### src/rtl/xsu_pkg.sv
package xsu_pkg;

  localparam int CNT_W  = 16;
  localparam int ADDR_W = 4;
  localparam int DATA_W = 8;

  localparam logic [ADDR_W-1:0] A_STATUS = 4'd0;
  localparam logic [ADDR_W-1:0] A_REV    = 4'd1;
  localparam logic [ADDR_W-1:0] A_CNT_HI = 4'd2;
  localparam logic [ADDR_W-1:0] A_CNT_LO = 4'd3;

  localparam logic [DATA_W-1:0] REV_CODE = 8'b1110_1100;

  localparam logic [CNT_W-1:0] CNT_TOP = {CNT_W{1'b1}};

  // True when the counter may still advance.
  function automatic logic cnt_has_room(input logic [CNT_W-1:0] cnt,
                                        input logic [CNT_W-1:0] lim,
                                        input logic             comp);
    if (comp) return (cnt < lim);
    else      return (cnt != CNT_TOP);
  endfunction

  // Output grew: compressed side larger than source side.
  function automatic logic grew(input logic [CNT_W-1:0] comp_cnt,
                                input logic [CNT_W-1:0] src_cnt);
    return (comp_cnt > src_cnt);
  endfunction

  function automatic logic [DATA_W-1:0] pack_status(input logic busy,
                                                    input logic expn,
                                                    input logic anyerr,
                                                    input logic done);
    return {busy, 3'b000, expn, 1'b0, anyerr, done};
  endfunction

endpackage

### src/rtl/xsu_ctrl.sv
module xsu_ctrl
  import xsu_pkg::*;
(
  input  logic             clk,
  input  logic             rst_n,
  input  logic             soft_rst_i,
  input  logic             start_i,
  input  logic             comp_mode_i,
  input  logic [CNT_W-1:0] xfer_len_i,
  input  logic             byte_i,
  input  logic             job_end_i,
  input  logic [CNT_W-1:0] comp_cnt_i,
  input  logic             err_any_i,
  input  logic [CNT_W-1:0] cnt_i,
  output logic             busy_o,
  output logic             done_o,
  output logic             exp_o,
  output logic             comp_o,
  output logic [CNT_W-1:0] len_o,
  output logic             cnt_clr_o,
  output logic             cnt_step_o
);

  typedef enum logic [1:0] {EV_NONE, EV_START, EV_ABORT, EV_FINISH} ev_t;

  ev_t  ev;
  logic busy_q, done_q, exp_q, comp_q;
  logic [CNT_W-1:0] len_q;

  // Event priority: start over error over end.
  always_comb begin
    if (start_i)                    ev = EV_START;
    else if (busy_q && err_any_i)   ev = EV_ABORT;
    else if (busy_q && job_end_i)   ev = EV_FINISH;
    else                            ev = EV_NONE;
  end

  always_ff @(posedge clk or negedge rst_n) begin
    if (!rst_n) begin
      busy_q <= 1'b0;
      done_q <= 1'b0;
      exp_q  <= 1'b0;
      comp_q <= 1'b0;
      len_q  <= '0;
    end else if (soft_rst_i) begin
      busy_q <= 1'b0;
      done_q <= 1'b0;
      exp_q  <= 1'b0;
      comp_q <= 1'b0;
      len_q  <= '0;
    end else begin
      unique case (ev)
        EV_START: begin
          busy_q <= 1'b1;
          done_q <= 1'b0;
          exp_q  <= 1'b0;
          comp_q <= comp_mode_i;
          len_q  <= xfer_len_i;
        end
        EV_ABORT: begin
          busy_q <= 1'b0;
        end
        EV_FINISH: begin
          busy_q <= 1'b0;
          done_q <= 1'b1;
          exp_q  <= comp_q && grew(comp_cnt_i, cnt_i);
        end
        default: ;
      endcase
    end
  end

  assign cnt_clr_o  = soft_rst_i || (ev == EV_START);
  assign cnt_step_o = (ev == EV_NONE) && busy_q && byte_i;

  assign busy_o = busy_q;
  assign done_o = done_q;
  assign exp_o  = exp_q;
  assign comp_o = comp_q;
  assign len_o  = len_q;

endmodule

### src/rtl/xsu_counter.sv
module xsu_counter
  import xsu_pkg::*;
(
  input  logic             clk,
  input  logic             rst_n,
  input  logic             clr_i,
  input  logic             step_i,
  input  logic             comp_i,
  input  logic [CNT_W-1:0] len_i,
  output logic [CNT_W-1:0] cnt_o,
  output logic             at_len_o
);

  logic [CNT_W-1:0] cnt_q;
  logic             room;

  assign room = cnt_has_room(cnt_q, len_i, comp_i);

  always_ff @(posedge clk or negedge rst_n) begin
    if (!rst_n)                cnt_q <= '0;
    else if (clr_i)            cnt_q <= '0;
    else if (step_i && room)   cnt_q <= cnt_q + 1'b1;
  end

  assign cnt_o    = cnt_q;
  assign at_len_o = (cnt_q == len_i);

endmodule

### src/rtl/xsu_regmux.sv
module xsu_regmux
  import xsu_pkg::*;
(
  input  logic [ADDR_W-1:0] addr_i,
  input  logic              busy_i,
  input  logic              exp_i,
  input  logic              anyerr_i,
  input  logic              done_i,
  input  logic [CNT_W-1:0]  cnt_i,
  output logic [DATA_W-1:0] data_o
);

  localparam int NBYTE = CNT_W / DATA_W;

  logic [DATA_W-1:0] cnt_byte [NBYTE];

  // Byte 0 of this array is the most significant byte.
  for (genvar g = 0; g < NBYTE; g++) begin : g_slice
    assign cnt_byte[g] = cnt_i[CNT_W-1-g*DATA_W -: DATA_W];
  end

  always_comb begin
    unique case (addr_i)
      A_STATUS: data_o = pack_status(busy_i, exp_i, anyerr_i, done_i);
      A_REV:    data_o = REV_CODE;
      A_CNT_HI: data_o = cnt_byte[0];
      A_CNT_LO: data_o = cnt_byte[1];
      default:  data_o = '0;
    endcase
  end

endmodule

### src/rtl/xfer_stat_unit.sv
module xfer_stat_unit
  import xsu_pkg::*;
#(
  parameter int ERR_W = 6
) (
  input  logic              clk,
  input  logic              rst_n,
  input  logic              soft_rst_i,
  input  logic              start_i,
  input  logic              comp_mode_i,
  input  logic [15:0]       xfer_len_i,
  input  logic              byte_i,
  input  logic              job_end_i,
  input  logic [15:0]       comp_cnt_i,
  input  logic [ERR_W-1:0]  err_vec_i,
  input  logic [3:0]        rd_addr_i,
  output logic [7:0]        rd_data_o,
  output logic              rx_full_o
);

  logic             err_any;
  logic             busy, done, expn, comp_mode;
  logic [CNT_W-1:0] len, cnt;
  logic             cnt_clr, cnt_step, at_len;

  assign err_any = |err_vec_i;

  xsu_ctrl u_ctrl (
    .clk         (clk),
    .rst_n       (rst_n),
    .soft_rst_i  (soft_rst_i),
    .start_i     (start_i),
    .comp_mode_i (comp_mode_i),
    .xfer_len_i  (xfer_len_i),
    .byte_i      (byte_i),
    .job_end_i   (job_end_i),
    .comp_cnt_i  (comp_cnt_i),
    .err_any_i   (err_any),
    .cnt_i       (cnt),
    .busy_o      (busy),
    .done_o      (done),
    .exp_o       (expn),
    .comp_o      (comp_mode),
    .len_o       (len),
    .cnt_clr_o   (cnt_clr),
    .cnt_step_o  (cnt_step)
  );

  xsu_counter u_cnt (
    .clk      (clk),
    .rst_n    (rst_n),
    .clr_i    (cnt_clr),
    .step_i   (cnt_step),
    .comp_i   (comp_mode),
    .len_i    (len),
    .cnt_o    (cnt),
    .at_len_o (at_len)
  );

  xsu_regmux u_mux (
    .addr_i   (rd_addr_i),
    .busy_i   (busy),
    .exp_i    (expn),
    .anyerr_i (err_any),
    .done_i   (done),
    .cnt_i    (cnt),
    .data_o   (rd_data_o)
  );

  assign rx_full_o = busy && comp_mode && at_len;

endmodule

### config.mk
export PLATFORM = sky130hd
export DESIGN_NAME = xfer_stat_unit
export DESIGN_NICKNAME = d
export VERILOG_FILES = /design/src/rtl/xsu_pkg.sv /design/src/rtl/xsu_ctrl.sv /design/src/rtl/xsu_counter.sv /design/src/rtl/xsu_regmux.sv /design/src/rtl/xfer_stat_unit.sv
export SDC_FILE = /design/constraint.sdc
export NUM_CORES = 1
export LEC_CHECK = 0
export ABC_AREA = 0
export BUFFER_PORTS_ARGS = -buffer_cell sky130_fd_sc_hd__buf_2
export CORE_ASPECT_RATIO = 0.7
export CORE_MARGIN = 5
export CORE_UTILIZATION = 59
export CTS_CLUSTER_DIAMETER = 200
export DETAILED_ROUTE_END_ITERATION = 10
export GPL_TIMING_DRIVEN = 0
export PLACE_DENSITY = 0.85
export SYNTH_ARGS = -nofsm -noshare
export SYNTH_HDL_FRONTEND = slang
export SYNTH_SLANG_ARGS = --single-unit
### constraint.sdc
create_clock -name clk -period 6.2 [get_ports clk]
set_input_delay 0.62 -clock clk [delete_from_list [all_inputs] [get_ports clk]]
set_output_delay 0.62 -clock clk [all_outputs]
set_load 0.02 [all_outputs]
==> flow_summary.toml, run 1 <==
[clock_network]
cts-buffers-inserted = 5
postCtsHoldBufs = 0
clock_tree_root_driver_cell = "clkbuf_8"
clkTransAtPathRegs_ns = 0.08
postCtsSetupBuffers = 0
cts_tree = "yes"
cts.repair.resized = 0
clkLatencyLatePin_ns = 0.29
h-tree-depth = 2
clk_path_buf_depth = 2
clkSinkCount = 36

[detailed_routing]
wire_length_per_cell_after_detailed_routing_um = 16.6
via_per_inst = 6.14
drt-total-wl_um = 7220
drt.antenna.violating_nets = 0
dr.first_iter.drc_count = 248
detail_route.drc_violations = 0
dr_total_vias = 2669
drt_pass1_iterations = 5

[yosys]
synthArstFlopShare_pct = 100
syn_avg_cell_area_um2 = 8.69
yosysWarnings = 0
yosys_most_used_dff = "dfrtp_1"
synthesis.nets = 397
yosys.cell_types.count = 43
synth.ff_latch_count = 36
synthesis.instances = 315
synth_enable_flop_cells = 0
syn-cell-area_um2 = 2740
yosysSeqAreaShare_pct = 32.9

[sta]
count_of_final_max_slew_check_failures = 0
finalClockSkew_ns = 0.00583
clock.fmax_mhz = 370
period_share_pct = 43.5
min_period_ns = 2.70
tns_ns = 0
finalSetupViolCount = 0
worst_slack_ns = 3.50
worst-slew-pin-transition_ns = 0.909
timing.max_slew.rel_slack_pct = 38.9
setup_repair_after_global_routing_missed_its_margin = "no"
finalHoldViolations = 0

[cells_and_area]
seqCellArea_um2 = 901
fillerInstances = 359
most-common-layout-cells = "buf_2, nor2_1, inv_1, dfrtp_1, ha_1"
area_of_the_multi_input_gates_um2 = 1650
instances_no_fill = 435
layout-area-overhead-vs-synth_pct = 16.3
drive_gt1_share_pct = 20.0
num-nets-final = 461
finalCoreUtilization_pct = 72.3
insertedDiodeCount = 0
layout_commonest_cell = "buf_2"

[global_route]
antenna_found_initial = 0
grt.overflow.total = 0
via_count_of_the_first_global_routing_pass = 2630
gr-usage-all-layers_pct = 24.9
grt_pass1_wl_um = 12200
largest_net_degree_at_the_start_of_global_routing = 37

[place]
placement.setup.worst_slack_ns = 3.58
dp_hpwl_um = 5650
finalWeightedCongestion = 0.906
dp.cells = 427
port-buffer-count = 57

[floorplanning]
std_cell_core_area_um2 = 4400
pin_count = 58
chipHeight_um = 67.0
floorplan.rows = 20
floorplan.die_area_um2 = 6130
initial_core_util_pct = 62.2
dieWidth_um = 91.4

[power]
vdd_ir_drop_max_uv = 143
seq_power_share_pct = 48.7
power_switching_mw = 0.138
reported_leakage_power_nw = 1.47
cellInternalPower_mw = 0.366
power_per_cell_area_nw_per_um2 = 158
switching_share_pct = 27.4
power.combinational.fraction_pct = 16.2
p_clk_share_pct = 35.1

[job]
drv_cap = 0

[worst_setup_path]
worstPathRequired_ns = 6.35
critPathKind = "reg2reg"
type_of_destination_of_the_critical_path = "register"
timing.critical_path.arrival_ns = 2.85
worstPathMaxFanout = 10
start_kind = "register"

[hold_path]
hold_path_class = "in2async"

[status]
outcome = "completed"
[logic make-up after synthesis]
group / count (synthesis) / synth area share (%)
adder cells (fa/ha/maj): 33 / 15.1
multiplexers: 18 / 6.58
buffers and inverters: 48 / 6.85
flip-flops: 36 / 32.9
AO/OA/AOI/OAI: 78 / 19.3
AND/OR/NAND/NOR: 102 / 19.3
[layer usage]
| metal | GRT usage (%) | up-vias | wire length (um) |
|---|---|---|---|
| met1 | 33.5 | 1252 | 3060 |
| li1 | - | 1279 | - |
| met3 | 6.77 | 12 | 758 |
| met2 | 40.0 | 126 | 3320 |
| met4 | 5.86 | 0 | 78 |
| met5 | 0 | - | 0 |
[power by group through the flow]
stage	logic (mW)	registers, mW	clock network [mW]
after floorplan	0.0480	0.249	0
after global placement	0.0785	0.250	0
after detailed placement	0.0809	0.250	0
after CTS	0.0821	0.246	0.178
after global routing	0.0940	0.247	0.188
final	0.0817	0.246	0.177
[worst max-delay path, cell delays in order, from the launching register on]
cell      delay (ns)
dfrtp_1         0.49
ha_1            0.37
and3_4          0.21
a221oi_2        0.28
nor2_1          0.10
o31a_4          0.32
buf_6           0.15
clkbuf_1        0.23
o31ai_1         0.31
a21oi_1         0.09
[Yosys cell counts, types with 2 or more instances]
| master | count | area share [%] |
|---|---|---|
| nor2b_1 | 3 | 0.69 |
| a21o_1 | 8 | 2.2 |
| o22ai_1 | 3 | 0.69 |
| clkbuf_1 | 9 | 1.2 |
| inv_1 | 36 | 4.9 |
| nand2_1 | 12 | 1.6 |
| or2_2 | 3 | 0.69 |
| or4_1 | 12 | 3.3 |
| nor2_1 | 38 | 5.2 |
| mux2i_1 | 18 | 6.6 |
| dfrtp_1 | 36 | 33 |
| nand3_1 | 13 | 2.4 |
| nor3_1 | 3 | 0.55 |
| a221oi_1 | 2 | 0.64 |
| a22oi_1 | 2 | 0.55 |
| ha_1 | 33 | 15 |
| nand4_1 | 10 | 2.3 |
| o31ai_1 | 14 | 3.8 |
| a21oi_1 | 30 | 5.5 |
| o21ai_0 | 5 | 0.91 |
| and4_1 | 2 | 0.64 |
| o21a_1 | 2 | 0.55 |
[area by class of cell]
cell class	count	share of cell area, %
clock inverter	2	0.314
timing repair buffer	57	8.96
inverter	37	4.36
multi-input combinational	231	51.8
tap	55	2.16
clock buffer	6	2.59
buffer	11	1.53
sequential	36	28.3
[path summary, 6_finish.rpt]
path | depth (start not counted) | slack (ns) | endpoint | start
min | 1 | 0.42 | u_ctrl.len_o[14] | rst_n
max | 9 | 3.50 | u_cnt.cnt_o[11] | u_cnt.cnt_o[7]
min reg2reg | 2 | 0.52 | u_ctrl.len_o[6] | u_ctrl.len_o[6]
max reg2reg | 9 | 3.50 | u_cnt.cnt_o[11] | u_cnt.cnt_o[7]
min in group clk | 2 | 0.52 | u_ctrl.len_o[6] | u_ctrl.len_o[6]
max in group asynchronous | 1 | 5.28 | u_ctrl.len_o[3] | rst_n
[flip-flops by register name, indices dropped and copies added (netlist names)]
register,cells
u_cnt.cnt_o,16
u_ctrl.len_o,16
u_ctrl.busy_o,1
u_ctrl.comp_o,1
u_ctrl.done_o,1
u_ctrl.exp_o,1
[through the flow]
step | cell area (um2) | hold WS, ns | power (mW)
after global placement | 3090 | 0.504 | 0.328
after CTS | 3190 | 0.436 | 0.506
after global routing | 3190 | 0.483 | 0.528
after detailed placement | 3090 | 0.512 | 0.331
after floorplan | 2740 | 0.324 | 0.297
final | 3190 | 0.415 | 0.504
Note: power is estimated with default switching activity, not from simulation.
==> run 2: changes to the inputs <==
- ABC_AREA: 0 -> 1
- CORE_UTILIZATION: 59 -> 50
- PLACE_DENSITY: 0.85 -> 0.77
- clock period: 6.2 -> 2.2 ns (I/O delays scaled with it)
==> flow_summary.toml, run 2 <==
[status]
outcome = "completed"

[clock_network]
clkSinkCount = 36
h-tree-depth = 2
clkTransAtPathRegs_ns = 0.08
cts.repair.resized = 0
clock_tree_root_driver_cell = "clkbuf_8"
cts-buffers-inserted = 5
cts_tree = "yes"
clkLatencyLatePin_ns = 0.29
clk_path_buf_depth = 2
postCtsSetupBuffers = 0
postCtsHoldBufs = 0

[detailed_routing]
wire_length_per_cell_after_detailed_routing_um = 14.2
detail_route.drc_violations = 0
via_per_inst = 5.43
dr.first_iter.drc_count = 224
drt.antenna.violating_nets = 0
drt_pass1_iterations = 4
dr_total_vias = 2911
drt-total-wl_um = 7590

[sta]
worst_slack_ns = 0.144
setup_repair_after_global_routing_missed_its_margin = "no"
finalSetupViolCount = 0
finalHoldViolations = 0
finalClockSkew_ns = 0.00714
worst-slew-pin-transition_ns = 0.793
tns_ns = 0
period_share_pct = 93.5
clock.fmax_mhz = 486
count_of_final_max_slew_check_failures = 0
timing.max_slew.rel_slack_pct = 47.1
min_period_ns = 2.06

[place]
finalWeightedCongestion = 0.900
placement.setup.worst_slack_ns = 0.262
dp_hpwl_um = 6150
port-buffer-count = 56

[worst_setup_path]
rrSetupSlack_ns = 0.21
r2r_start = "u_cnt.cnt_o[15]"
worst_r2r_path_depth = 10
critPathKind = "reg2out"
timing.critical_path.arrival_ns = 1.84
type_of_destination_of_the_critical_path = "output pin"
r2r_end = "u_cnt.cnt_o[5]"
crit_slowest_cell = "dfrtp_1"
start_kind = "register"
cp.buffers_inverters = 1
critical_path.top_delay_family = "simple AND/OR/NAND/NOR gates"
worstPathRequired_ns = 1.98
worstPathMaxFanout = 5
worst_path_largest_cell_delay_ns = 0.46
timing.critical_path.cells = "ha_1 -> nand4_1 -> nor2_1 -> and3_1 -> buf_2"
startpoint = "u_cnt.cnt_o[15]"

[yosys]
synth.ff_latch_count = 36
yosys.cell_types.count = 33
synth_top_cells_by_count = "nand2_1, inv_1, nand3_1"
yosysMostFrequentCell = "nand2_1"
synth.area.top_cells = "dfrtp_1, ha_1, nand2_1, nand3_1, inv_1"
synth_enable_flop_cells = 0
synth_area_leader_cell = "dfrtp_1"
yosys_most_used_dff = "dfrtp_1"
synth_top_area_share_pct = 31.5
synthesis.nets = 480
yosysSeqAreaShare_pct = 31.5
synthArstFlopShare_pct = 100
syn-cell-area_um2 = 2860
synthesis.instances = 398
syn_avg_cell_area_um2 = 7.19
yosysWarnings = 0

[power]
reported_leakage_power_nw = 1.69
power_per_cell_area_nw_per_um2 = 442
vdd_ir_drop_max_uv = 233

[floorplanning]
floorplan.die_area_um2 = 7360
std_cell_core_area_um2 = 5640
dieWidth_um = 100
pin_count = 58
chipHeight_um = 73.3
initial_core_util_pct = 50.8
floorplan.rows = 23

[cells_and_area]
insertedDiodeCount = 0
num-nets-final = 543
most-common-layout-cells = "nand2_1, buf_2, inv_1, nand3_1, dfrtp_1"
drive_gt1_share_pct = 16.7
fillerInstances = 566
layout_commonest_cell = "nand2_1"
layout-area-overhead-vs-synth_pct = 16.4

[hold_path]
hold_path_class = "in2async"

[global_route]
grt_pass1_wl_um = 13000
largest_net_degree_at_the_start_of_global_routing = 37
antenna_found_initial = 0
grt.overflow.total = 0
gr-usage-all-layers_pct = 22.1
via_count_of_the_first_global_routing_pass = 2775

[job]
drv_cap = 0
-- run 2: cell types whose count changed after synthesis, sizes merged, moves of 5 or more --
cell / before / now
nand2: 12 / 101
nand3: 13 / 46
o21ai: 5 / 26
inv: 36 / 54
mux2i: 18 / 0
o31ai: 14 / 0
or4: 12 / 0
a21oi: 31 / 20
a21o: 8 / 1
o221ai: 1 / 7
clkbuf: 9 / 4
nor3: 3 / 8
-- run 2: logic make-up after synthesis --
kind of cell,count (synthesis),share of synthesized area [%]
compound gates,59,11.8
buf+inv,64,9.00
flops,36,31.5
xor+xnor,4,1.22
fa+ha+maj,33,14.4
simple gates,202,32.1
-- run 2: worst register-to-register path, cell delays in order, from the launching register on --
cell and delay (ns):
dfrtp_1 0.46, ha_1 0.35, nand4_1 0.14, nor2_1 0.24
nand2_1 0.09, nand2_1 0.07, nand2_2 0.14, nand2_4 0.17
buf_8 0.15, nand2_1 0.07, nand2_1 0.06
-- run 2: area by class of cell --
class	instances	area, um2	area share [%]
inverter	55	206	6.19
clock buffer	7	96.3	2.89
tap	75	93.8	2.82
buffer	9	51.3	1.54
timing repair buffer	56	280	8.41
multi-input combinational	298	1700	51.1
sequential	36	901	27.0
-- run 2: worst max path at each step --
| stage | to | slack (ns) | depth (start not counted) |
|---|---|---|---|
| final | rx_full_o | 0.14 | 5 |
| after global routing | rx_full_o | 0.003 | 5 |
| after CTS | rx_full_o | 0.16 | 5 |
| after detailed placement | u_cnt.cnt_o[5] | 0.26 | 10 |
| after global placement | u_cnt.cnt_o[10] | 0.30 | 9 |
| after floorplan | u_cnt.cnt_o[6] | 0.51 | 11 |
-- run 2: metrics by stage --
step                cell area [um2]  power [mW]  std cells  utilization [%]  hold WS (ns)
global placement               3240       0.955        529             57.4         0.353
global route                   3330        1.56        536             59.1        0.0898
floorplan                      2860       0.859        398                -       -0.0756
detailed placement             3240       0.967        529             57.4         0.357
finish                         3330        1.47        536             59.1       0.00750
CTS                            3330        1.48        536             59.1        0.0457
-- run 2: power breakdown --
part           total [mW]  internal [mW]  leakage, nW  switching [mW]
logic               0.258          0.100         1.15           0.158
registers           0.696          0.683        0.489          0.0122
clock network       0.519          0.279       0.0503           0.240
-- run 2: per-layer routing --
metal  routed length, um  up-vias  global-route usage, %
met4                  46        0                   3.89
met1                3600     1348                   32.9
li1                    -     1449                      -
met3                 667        6                   4.17
met2                3270      108                   33.8
met5                   0        -                      0
==> run 3: changes to the inputs <==
- SETUP_SLACK_MARGIN: default -> 0.15
==> flow_summary.toml, run 3 (same netlist as run 2, synthesis figures left out) <==
[cells_and_area]
most-common-layout-cells = "nand2_1, buf_2, inv_1, nand3_1"
layout-area-overhead-vs-synth_pct = 18.2
drive_gt1_share_pct = 18.9
layout_commonest_cell = "nand2_1"
num-nets-final = 547
fillerInstances = 559
insertedDiodeCount = 0

[floorplanning]
std_cell_core_area_um2 = 5640
pin_count = 58
floorplan.rows = 23
floorplan.die_area_um2 = 7360
chipHeight_um = 73.3
dieWidth_um = 100
initial_core_util_pct = 50.8

[worst_setup_path]
worstPathRequired_ns = 1.98
start_kind = "register"
critPathKind = "reg2out"
worstPathMaxFanout = 5
timing.critical_path.arrival_ns = 1.75
type_of_destination_of_the_critical_path = "output pin"

[clock_network]
clock_tree_root_driver_cell = "clkbuf_8"
cts-buffers-inserted = 5
clkTransAtPathRegs_ns = 0.08
h-tree-depth = 2
cts_tree = "yes"
clk_path_buf_depth = 2
clkLatencyLatePin_ns = 0.29
clkSinkCount = 36

[detailed_routing]
dr.first_iter.drc_count = 216
dr_total_vias = 2910
detail_route.drc_violations = 0
wire_length_per_cell_after_detailed_routing_um = 14.2
drt.antenna.violating_nets = 0
via_per_inst = 5.39
drt-total-wl_um = 7670
drt_pass1_iterations = 4

[sta]
clock.fmax_mhz = 508
setup_repair_after_global_routing_missed_its_margin = "no"
finalSetupViolCount = 0
tns_ns = 0
worst-slew-pin-transition_ns = 0.811
finalHoldViolations = 0
timing.max_slew.rel_slack_pct = 46.0
count_of_final_max_slew_check_failures = 0
period_share_pct = 89.4
min_period_ns = 1.97
finalClockSkew_ns = 0.00879

[global_route]
largest_net_degree_at_the_start_of_global_routing = 37
grt.overflow.total = 0
gr-usage-all-layers_pct = 22.1
via_count_of_the_first_global_routing_pass = 2775
grt_pass1_wl_um = 13000
antenna_found_initial = 0

[power]
p_total_mw = 1.48
power_per_cell_area_nw_per_um2 = 438
reported_leakage_power_nw = 1.72
vdd_ir_drop_max_uv = 235

[place]
finalWeightedCongestion = 0.900
dp_hpwl_um = 6150
port-buffer-count = 56

[job]
drv_cap = 0

[hold_path]
hold_path_class = "in2async"

[status]
outcome = "completed"
==> run 3: final timing paths <==
check / from / end / slack, ns / depth (start not counted)
worst max register to register: u_cnt.cnt_o[1] / u_cnt.cnt_o[5] / 0.27 / 10
max in group asynchronous: rst_n / u_cnt.cnt_o[11] / 1.62 / 1
worst min-delay path: rst_n / u_ctrl.len_o[1] / 0.01 / 1
worst min register to register: u_ctrl.len_o[0] / u_ctrl.len_o[0] / 0.49 / 2
worst max-delay path: u_cnt.cnt_o[15] / rx_full_o / 0.23 / 5
min in group clk: xfer_len_i[4] / u_ctrl.len_o[4] / 0.17 / 3
==> run 3: worst max-delay path: stages (launching register included) <==
cell and delay [ns]:
dfrtp_2 0.45, ha_1 0.33, nand4_1 0.15, nor2_2 0.17
and3_1 0.18, buf_2 0.16
==> run 3: repair_timing <==
action | CTS | global route
hold buffers | 0 | 0
endpoints found under the hold margin | 0 | 0
endpoints found under the setup margin | 0 | 11
gates resized for setup | 0 | 8
buffers inserted | 0 | 4
==> run 3: final cells by class <==
class,count,area [um2],share of cell area (%)
plain buffers,9,51.3,1.52
clock buffers,7,96.3,2.85
inverters,55,206,6.10
multi-input cells,298,1720,50.8
flip-flops and latches,36,907,26.8
well taps,75,93.8,2.77
repair buffers,60,310,9.17
==> run 3: stage by stage <==
step	setup slack, ns	util, %	hold WS (ns)	cell area, um2	cells
4_1_cts	0.161	59.1	0.0457	3330	536
6_report	0.233	60.0	0.0150	3380	540
5_1_grt	0.157	60.0	0.0896	3380	540
3_3_place_gp	0.304	57.4	0.353	3240	529
3_5_place_dp	0.262	57.4	0.357	3240	529
2_1_floorplan	0.514	-	-0.0756	2860	398
==> run 3: power breakdown <==
| group | total [mW] | leakage (nW) | switching (mW) | internal [mW] |
|---|---|---|---|---|
| registers | 0.696 | 0.481 | 0.0124 | 0.683 |
| clock network | 0.521 | 0.0503 | 0.242 | 0.279 |
| logic | 0.265 | 1.19 | 0.163 | 0.102 |
| total | 1.48 | 1.72 | 0.417 | 1.06 |
==> run 3: routing by layer <==
layer  global-route usage [%]  part of all wire (%)  vias up
li1                         -                     -     1456
met1                     32.9                    48     1346
met2                     33.8                    43      102
met3                     4.17                   7.7        6
met4                     3.89                  0.60        0
met5                        0                     0        -
